### config.mk
export PLATFORM = sky130hd
export DESIGN_NAME = flash_cmd_capture
export DESIGN_NICKNAME = d
export VERILOG_FILES = /design/src/rtl/flash_cmd_capture_pkg.sv /design/src/rtl/capture_fifo.sv /design/src/rtl/upload_irq.sv /design/src/rtl/flash_cmd_capture.sv
export SDC_FILE = /design/constraint.sdc
export NUM_CORES = 1
export LEC_CHECK = 0
export ABC_CLOCK_PERIOD_IN_PS = 4400
export BUFFER_PORTS_ARGS = -buffer_cell sky130_fd_sc_hd__clkbuf_2
export CAP_MARGIN = 5
export CORE_AREA = 2 2 287 289
export CTS_CLUSTER_DIAMETER = 50
export DETAILED_ROUTE_END_ITERATION = 8
export DIE_AREA = 0 0 289 291
export SLEW_MARGIN = 15
export SYNTH_ARGS = -nofsm -noshare
export SYNTH_HDL_FRONTEND = slang
export SYNTH_SLANG_ARGS = --single-unit
### constraint.sdc
create_clock -name clk -period 4.4 [get_ports clk]
set_input_delay 0.88 -clock clk [delete_from_list [all_inputs] [get_ports clk]]
set_output_delay 0.88 -clock clk [all_outputs]
set_load 0.05 [all_outputs]
### src/rtl/flash_cmd_capture_pkg.sv
// Package: shared widths and the record packing for the command capture block.
// Assumes 32-bit queue words. Field positions are fixed by the consumer's decode.
package flash_cmd_capture_pkg;

    localparam int WORD_W   = 32;
    localparam int OPCODE_W = 8;
    localparam int BIT_BUSY = 8;
    localparam int BIT_WEL  = 9;
    localparam int BIT_A4B  = 10;

    typedef struct packed {
        logic [WORD_W-BIT_A4B-2:0] zero;
        logic                      a4b;
        logic                      wel;
        logic                      busy;
        logic [OPCODE_W-1:0]       opcode;
    } cmd_rec_t;

    // Build one command record from the opcode and the flags sampled at upload
    function automatic logic [WORD_W-1:0] pack_rec(input logic [OPCODE_W-1:0] op,
                                                   input logic busy,
                                                   input logic wel,
                                                   input logic a4b);
        cmd_rec_t r;
        r.zero   = '0;
        r.a4b    = a4b;
        r.wel    = wel;
        r.busy   = busy;
        r.opcode = op;
        return r;
    endfunction

endpackage

### src/rtl/capture_fifo.sv
// Module: capture_fifo
// A synchronous queue of WIDTH-bit words. It drops a push when full and returns
// zero on a pop when empty. Each case gives a one-cycle error pulse afterwards.
// Assumes: the full test uses the count before the edge, so a push and a pop
// in the same cycle on a full queue still drop the push.
module capture_fifo #(
    parameter int WIDTH = 32,
    parameter int DEPTH = 16,
    localparam int PW   = (DEPTH > 1) ? $clog2(DEPTH) : 1,
    localparam int CW   = $clog2(DEPTH + 1)
) (
    input  logic             clk,
    input  logic             rst_n,
    input  logic             push,
    input  logic [WIDTH-1:0] wdata,
    input  logic             pop,
    output logic [WIDTH-1:0] rdata,
    output logic [CW-1:0]    count,
    output logic             ovf,
    output logic             unf
);

    logic [WIDTH-1:0] mem [DEPTH];
    logic [PW-1:0]    wr_ptr, rd_ptr;
    logic             full, empty, do_push, do_pop;

    assign full    = (count == CW'(DEPTH));
    assign empty   = (count == '0);
    assign do_push = push && !full;
    assign do_pop  = pop && !empty;
    assign rdata   = empty ? '0 : mem[rd_ptr];

    // Advance a pointer and wrap it at the last slot
    function automatic logic [PW-1:0] nxt(input logic [PW-1:0] p);
        return (p == PW'(DEPTH - 1)) ? '0 : p + 1'b1;
    endfunction

    // Storage write: data only, so no reset is needed
    always_ff @(posedge clk) begin
        if (do_push) mem[wr_ptr] <= wdata;
    end

    // Pointers, occupancy and error pulses
    always_ff @(posedge clk) begin
        if (!rst_n) begin
            wr_ptr <= '0;
            rd_ptr <= '0;
            count  <= '0;
            ovf    <= 1'b0;
            unf    <= 1'b0;
        end else begin
            if (do_push) wr_ptr <= nxt(wr_ptr);
            if (do_pop)  rd_ptr <= nxt(rd_ptr);
            count <= count + CW'(do_push) - CW'(do_pop);
            ovf   <= push && full;
            unf   <= pop && empty;
        end
    end

    AST_COUNT_BOUND: assert property (@(posedge clk) disable iff (!rst_n)
        count <= CW'(DEPTH));
    AST_FULL_DROP: assert property (@(posedge clk) disable iff (!rst_n)
        (push && !pop && count == CW'(DEPTH)) |=> (count == CW'(DEPTH) && ovf));
    AST_EMPTY_POP: assert property (@(posedge clk) disable iff (!rst_n)
        (pop && !push && count == '0) |=> (count == '0 && unf));
    AST_RESET_EMPTY: assert property (@(posedge clk)
        !rst_n |=> (count == '0 && !ovf && !unf));

endmodule

### src/rtl/upload_irq.sv
// Module: upload_irq
// Holds the pending-upload flag and the sticky command-not-empty interrupt state.
// Assumes: release and upload are one-cycle strobes. The release test uses the
// queue state before the edge. An upload in a release cycle counts for the next release.
module upload_irq (
    input  logic clk,
    input  logic rst_n,
    input  logic flash_mode,
    input  logic upload,
    input  logic csb_release,
    input  logic cmd_not_empty,
    input  logic irq_clr,
    output logic irq
);

    logic pending;
    logic fire;

    assign fire = csb_release && flash_mode && cmd_not_empty && pending;

    // Pending flag: raised by any upload, consumed by any release
    always_ff @(posedge clk) begin
        if (!rst_n)           pending <= 1'b0;
        else if (upload)      pending <= 1'b1;
        else if (csb_release) pending <= 1'b0;
    end

    // Interrupt state: set on a qualifying release, write-one-to-clear, set wins
    always_ff @(posedge clk) begin
        if (!rst_n)       irq <= 1'b0;
        else if (fire)    irq <= 1'b1;
        else if (irq_clr) irq <= 1'b0;
    end

    AST_IRQ_RISE_ON_RELEASE: assert property (@(posedge clk) disable iff (!rst_n)
        $rose(irq) |-> $past(csb_release && flash_mode));
    AST_IRQ_HOLD: assert property (@(posedge clk) disable iff (!rst_n)
        (irq && !irq_clr) |=> irq);

endmodule

### src/rtl/flash_cmd_capture.sv
// Module: flash_cmd_capture (top)
// Builds a command record with frozen flash flags on each upload and queues it.
// Also runs the address queue, packs the status word and drives the
// not-empty interrupt that is raised at chip-select release.
// Assumes: upload and address strobes come from an upstream decoder.
module flash_cmd_capture
    import flash_cmd_capture_pkg::*;
#(
    parameter int CMD_DEPTH  = 16,
    parameter int ADDR_DEPTH = 16,
    localparam int CCW       = $clog2(CMD_DEPTH + 1),
    localparam int ACW       = $clog2(ADDR_DEPTH + 1)
) (
    input  logic              clk,
    input  logic              rst_n,
    input  logic              flash_mode,
    input  logic              upload_valid,
    input  logic [7:0]        upload_opcode,
    input  logic              upload_sets_busy,
    input  logic              flash_busy,
    input  logic              flash_wel,
    input  logic              addr_4byte,
    input  logic              addr_push,
    input  logic [31:0]       addr_wdata,
    input  logic              cmd_pop,
    input  logic              addr_pop,
    input  logic              csb_release,
    input  logic              irq_clr,
    output logic [31:0]       cmd_rd_data,
    output logic [31:0]       addr_rd_data,
    output logic [31:0]       upload_status,
    output logic              irq_cmd_ne,
    output logic              cmd_overflow,
    output logic              cmd_underflow,
    output logic              addr_overflow
);

    logic [WORD_W-1:0] rec;
    logic [CCW-1:0]    cmd_cnt;
    logic [ACW-1:0]    addr_cnt;
    logic              addr_unf_unused;

    // Record build: busy already includes the command's own set-busy effect
    always_comb begin
        rec = pack_rec(upload_opcode, flash_busy | upload_sets_busy, flash_wel, addr_4byte);
    end

    capture_fifo #(.WIDTH(WORD_W), .DEPTH(CMD_DEPTH)) u_cmd_q (
        .clk   (clk),
        .rst_n (rst_n),
        .push  (upload_valid),
        .wdata (rec),
        .pop   (cmd_pop),
        .rdata (cmd_rd_data),
        .count (cmd_cnt),
        .ovf   (cmd_overflow),
        .unf   (cmd_underflow)
    );

    capture_fifo #(.WIDTH(WORD_W), .DEPTH(ADDR_DEPTH)) u_addr_q (
        .clk   (clk),
        .rst_n (rst_n),
        .push  (addr_push),
        .wdata (addr_wdata),
        .pop   (addr_pop),
        .rdata (addr_rd_data),
        .count (addr_cnt),
        .ovf   (addr_overflow),
        .unf   (addr_unf_unused)
    );

    upload_irq u_irq (
        .clk           (clk),
        .rst_n         (rst_n),
        .flash_mode    (flash_mode),
        .upload        (upload_valid),
        .csb_release   (csb_release),
        .cmd_not_empty (cmd_cnt != '0),
        .irq_clr       (irq_clr),
        .irq           (irq_cmd_ne)
    );

    // Status word packing: depths in the low bits of each byte pair, flags on top
    always_comb begin
        upload_status        = '0;
        upload_status[4:0]   = 5'(cmd_cnt);
        upload_status[7]     = (cmd_cnt != '0);
        upload_status[12:8]  = 5'(addr_cnt);
        upload_status[15]    = (addr_cnt != '0);
    end

    AST_REC_UPPER_ZERO: assert property (@(posedge clk) disable iff (!rst_n)
        cmd_rd_data[31:11] == '0);
    AST_STATUS_FLAG: assert property (@(posedge clk) disable iff (!rst_n)
        upload_status[7] == (upload_status[4:0] != 5'd0));

endmodule

==> results by group <==
Drt
  • Via count: 13.4k
  • Final wirelength: just over 60000 um
  • DRC: 0
  • 1st-iter DRT viols: ~1k
  • Wire per inst: ~23 um
  • Drt first pass iters: 5
  • Final antenna-violating net count: 0
  • Post-DR vias/cell: slightly above 5

Hold path
  • Hold/Removal Path Class: flip-flop to flip-flop

Yosys
  • EDFF count, synth: roughly 700
  • Ys Warns: 0
  • Syn Inst Count: 1323
  • Post-synth cell types: 43
  • Yosys reg bits: around 730
  • Average cell area after synthesis: around 21 um^2
  • Synthesized cell area: ~28000 um^2
  • Register area share after synthesis: 0.760
  • Main flop type after synthesis: edfxtp_1
  • Synth async-reset ratio: 0

Placed design
  • PortBufs: 111
  • Hpwl dp: 34000 um
  • RD Place Congestion: roughly 0.71
  • Area after DPL: 30200 um^2

Floorplanning
  • I/O pin count: ~150
  • Rows: 105
  • Starting density of the core: 0.347
  • Die ar.: around 84000 um^2
  • Die width: between 200 and 300 um
  • Placeable Area: between 80000 and 90000 um^2
  • DIE HEIGHT: about 290 um

Cells and area
  • Share of cells above drive strength 1: 0.317
  • Finished Cell Area: ~33000 um^2
  • Area delta synth->final: 16.9%
  • Total Nets Final: 1578
  • Core Util, Final: 0.406

Global route
  • Initial antenna violation count: 6
  • Largest net degree at the start of global routing: 55
  • Gr busiest metal: met2
  • First-pass GRT wire length: 90700 um
  • Vias in the first global route: 14.2k
  • Grt total ovfl: 0
  • Met2 usage: 0.249
  • GR Layer Usage met3: 0.0344
  • Met1 usage: 0.182
  • Total track usage: 0.145

Pwr
  • Pleak: 10.5 nW
  • Power Dens Cells: 570 nW/um^2
  • Max VDD drop: 0.464 mV

STA
  • Unrepaired setup endpoints after global routing: no
  • Worst Max-Slew Pin Slew: approximately 1100 ps
  • Final Hold Viols: 0
  • Period utilization: 0.957
  • Endpoints failing setup: 0
  • Layout Skew: roughly 53 ps
  • Achievable Freq: approximately 0.24 GHz
  • Final slew viol count: 0
  • Hold slack: between 400 and 500 ps
  • Minimum clock period: around 4200 ps
  • Setup TNS Final: 0 ps
  • Rel. slew slack: 0.239

Clock network
  • Clk buf depth: 3
  • CTS buffer count: a little under 90
  • Clock slew at reported path FFs: roughly 60 ps
  • CTS tree: yes
  • Setup Fix Bufs, Post-CTS: 0
  • Clock root buffer: clkbuf_16
  • CTS H-tree lvls: 3
  • Worst skew pair latency: about 630 ps
  • CTS Sinks: about 730

Critical path
  • Crit Path Max Fanout: 54
  • R2R Path End: u_cmd_q.count[4]
  • Slowest CP cell: and3_2
  • Register-to-Register Setup Slack: 1050 ps
  • Critical Path RT: between 3000 and 4000 ps
  • Critical path's largest stage delay: 1010 ps
  • Crit path launch type: flip-flop
  • Setup CP Type: flip-flop to primary output
  • Crit path capture type: primary output
  • Crit path depth: 3
  • Crit-path leading delay family: simple AND/OR/NAND/NOR gates
  • Crit path DAT: between 3000 and 4000 ps
  • Cell Chain, Critical Path: and3_2, a221o_1, clkbuf_2
  • Worst path bufs/invs: 1
  • FF-to-FF path depth: 11
  • Crit path capture: addr_rd_data[28]
  • Reg2reg start: u_cmd_q.count[2]

Job
  • Max-cap violation count: 0

Status
  • Status: complete, no violations
[worst min path at each step]
stage,startpoint,to,slack (ps),cells after the start
finish,u_irq.irq,u_irq.irq,490,2
global route,addr_push,u_addr_q.ovf,510,3
CTS,irq_clr,u_irq.irq,500,3
detailed placement,u_irq.pending,u_irq.irq,490,2
global placement,u_irq.irq,u_irq.irq,470,2
floorplan,u_irq.pending,u_irq.irq,450,2
[through the flow]
stage                     setup slack [ps]  std cells  power [mW]
final                                  187       2644        18.8
after global routing                  35.4       2644        19.5
after CTS                             85.9       2643        19.0
after detailed placement               770       2483        12.1
after global placement                 822       2483        12.1
after floorplan                        253       1363        11.1
[Yosys cell counts, types with 3 or more instances]
master | n | share of area
mux4_2 | 172 | 0.14
buf_1 | 3 | 0.00040
mux2_2 | 11 | 0.0044
nor2_1 | 34 | 0.0045
ha_1 | 21 | 0.0093
clkbuf_1 | 31 | 0.0041
inv_1 | 17 | 0.0023
mux2i_1 | 11 | 0.0039
buf_4 | 42 | 0.011
xor2_1 | 4 | 0.0012
nor3_1 | 8 | 0.0014
o21ai_0 | 14 | 0.0025
a21oi_1 | 17 | 0.0030
edfxtp_1 | 688 | 0.73
nand2b_1 | 5 | 0.0011
and3_1 | 3 | 0.00067
a21boi_0 | 13 | 0.0035
xnor2_1 | 6 | 0.0019
a221o_1 | 32 | 0.011
buf_6 | 4 | 0.0016
nand3_1 | 13 | 0.0023
dfxtp_1 | 39 | 0.028
buf_2 | 30 | 0.0053
nand2_1 | 32 | 0.0043
o221a_2 | 4 | 0.0016
a22o_1 | 32 | 0.0099
and2_1 | 14 | 0.0031
[power by group]
group / switching (mW) / leakage [nW] / internal, mW
clock: 2.89 / 1.35 / 3.96
sequential: 0.183 / 6.53 / 7.81
combinational: 2.58 / 2.65 / 1.37
total: 5.65 / 10.5 / 13.1
[layout make-up]
type                            count  area (um^2)
Sequential cell                   727        21500
Fill cell                        7097        48200
Antenna cell                        1         2.50
Clock buffer                      106         2250
Timing Repair Buffer              160          973
Tap cell                         1070         1340
Clock inverter                     54          549
Multi-Input combinational cell    509         6340
Inverter                           17         63.8
[flip-flops by register name, indices dropped and copies added, names as in the netlist, named ones only]
name             flops
u_addr_q.mem       512
u_cmd_q.mem        176
u_addr_q.count       5
u_cmd_q.count        5
u_addr_q.rd_ptr      4
u_addr_q.wr_ptr      4
u_cmd_q.rd_ptr       4
u_cmd_q.wr_ptr       4
u_addr_q.ovf         1
u_cmd_q.ovf          1
u_cmd_q.unf          1
u_irq.irq            1
u_irq.pending        1
[kinds of logic after synthesis]
family                   Yosys count  synth area share
adder cells (fa/ha/maj)           23            0.0107
AND/OR/NAND/NOR                  120            0.0206
other                              1          0.000133
buffers and inverters            127            0.0249
multiplexers                     194             0.146
AO/OA/AOI/OAI                    121            0.0345
flip-flops                       727             0.760
XOR/XNOR                          10           0.00311
[repair_timing]
item,CTS,global route
hold buffers,0,0
endpoints found under the setup margin,0,3
gates resized for setup,0,1
[metal layers]
| metal | vias to the layer above | routed length [um] |
|---|---|---|
| met2 | 407 | 31100 |
| met3 | 107 | 3780 |
| met4 | 8 | 1440 |
| met5 | - | 54 |
| met1 | 7117 | 24800 |
| li1 | 5791 | - |
[worst register-to-register path: cells and delay by family (launching register included)]
| family | cells | cell delay (ps) |
|---|---|---|
| compound gates | 2 | 280 |
| fa+ha+maj | 3 | 830 |
| buf+inv | 1 | 80 |
| flops | 1 | 320 |
| simple gates | 5 | 1740 |
[layout by cell type, fill, tap and decap left out, types with 32 or more instances in the layout]
cell,count
conb_1,41
clkbuf_2,111
a221o_1,32
edfxtp_1,688
a22o_1,32
clkbuf_16,87
dfxtp_1,34
mux4_2,172
nand2_1,32
buf_4,45
Power figures use the tool's default switching activity.
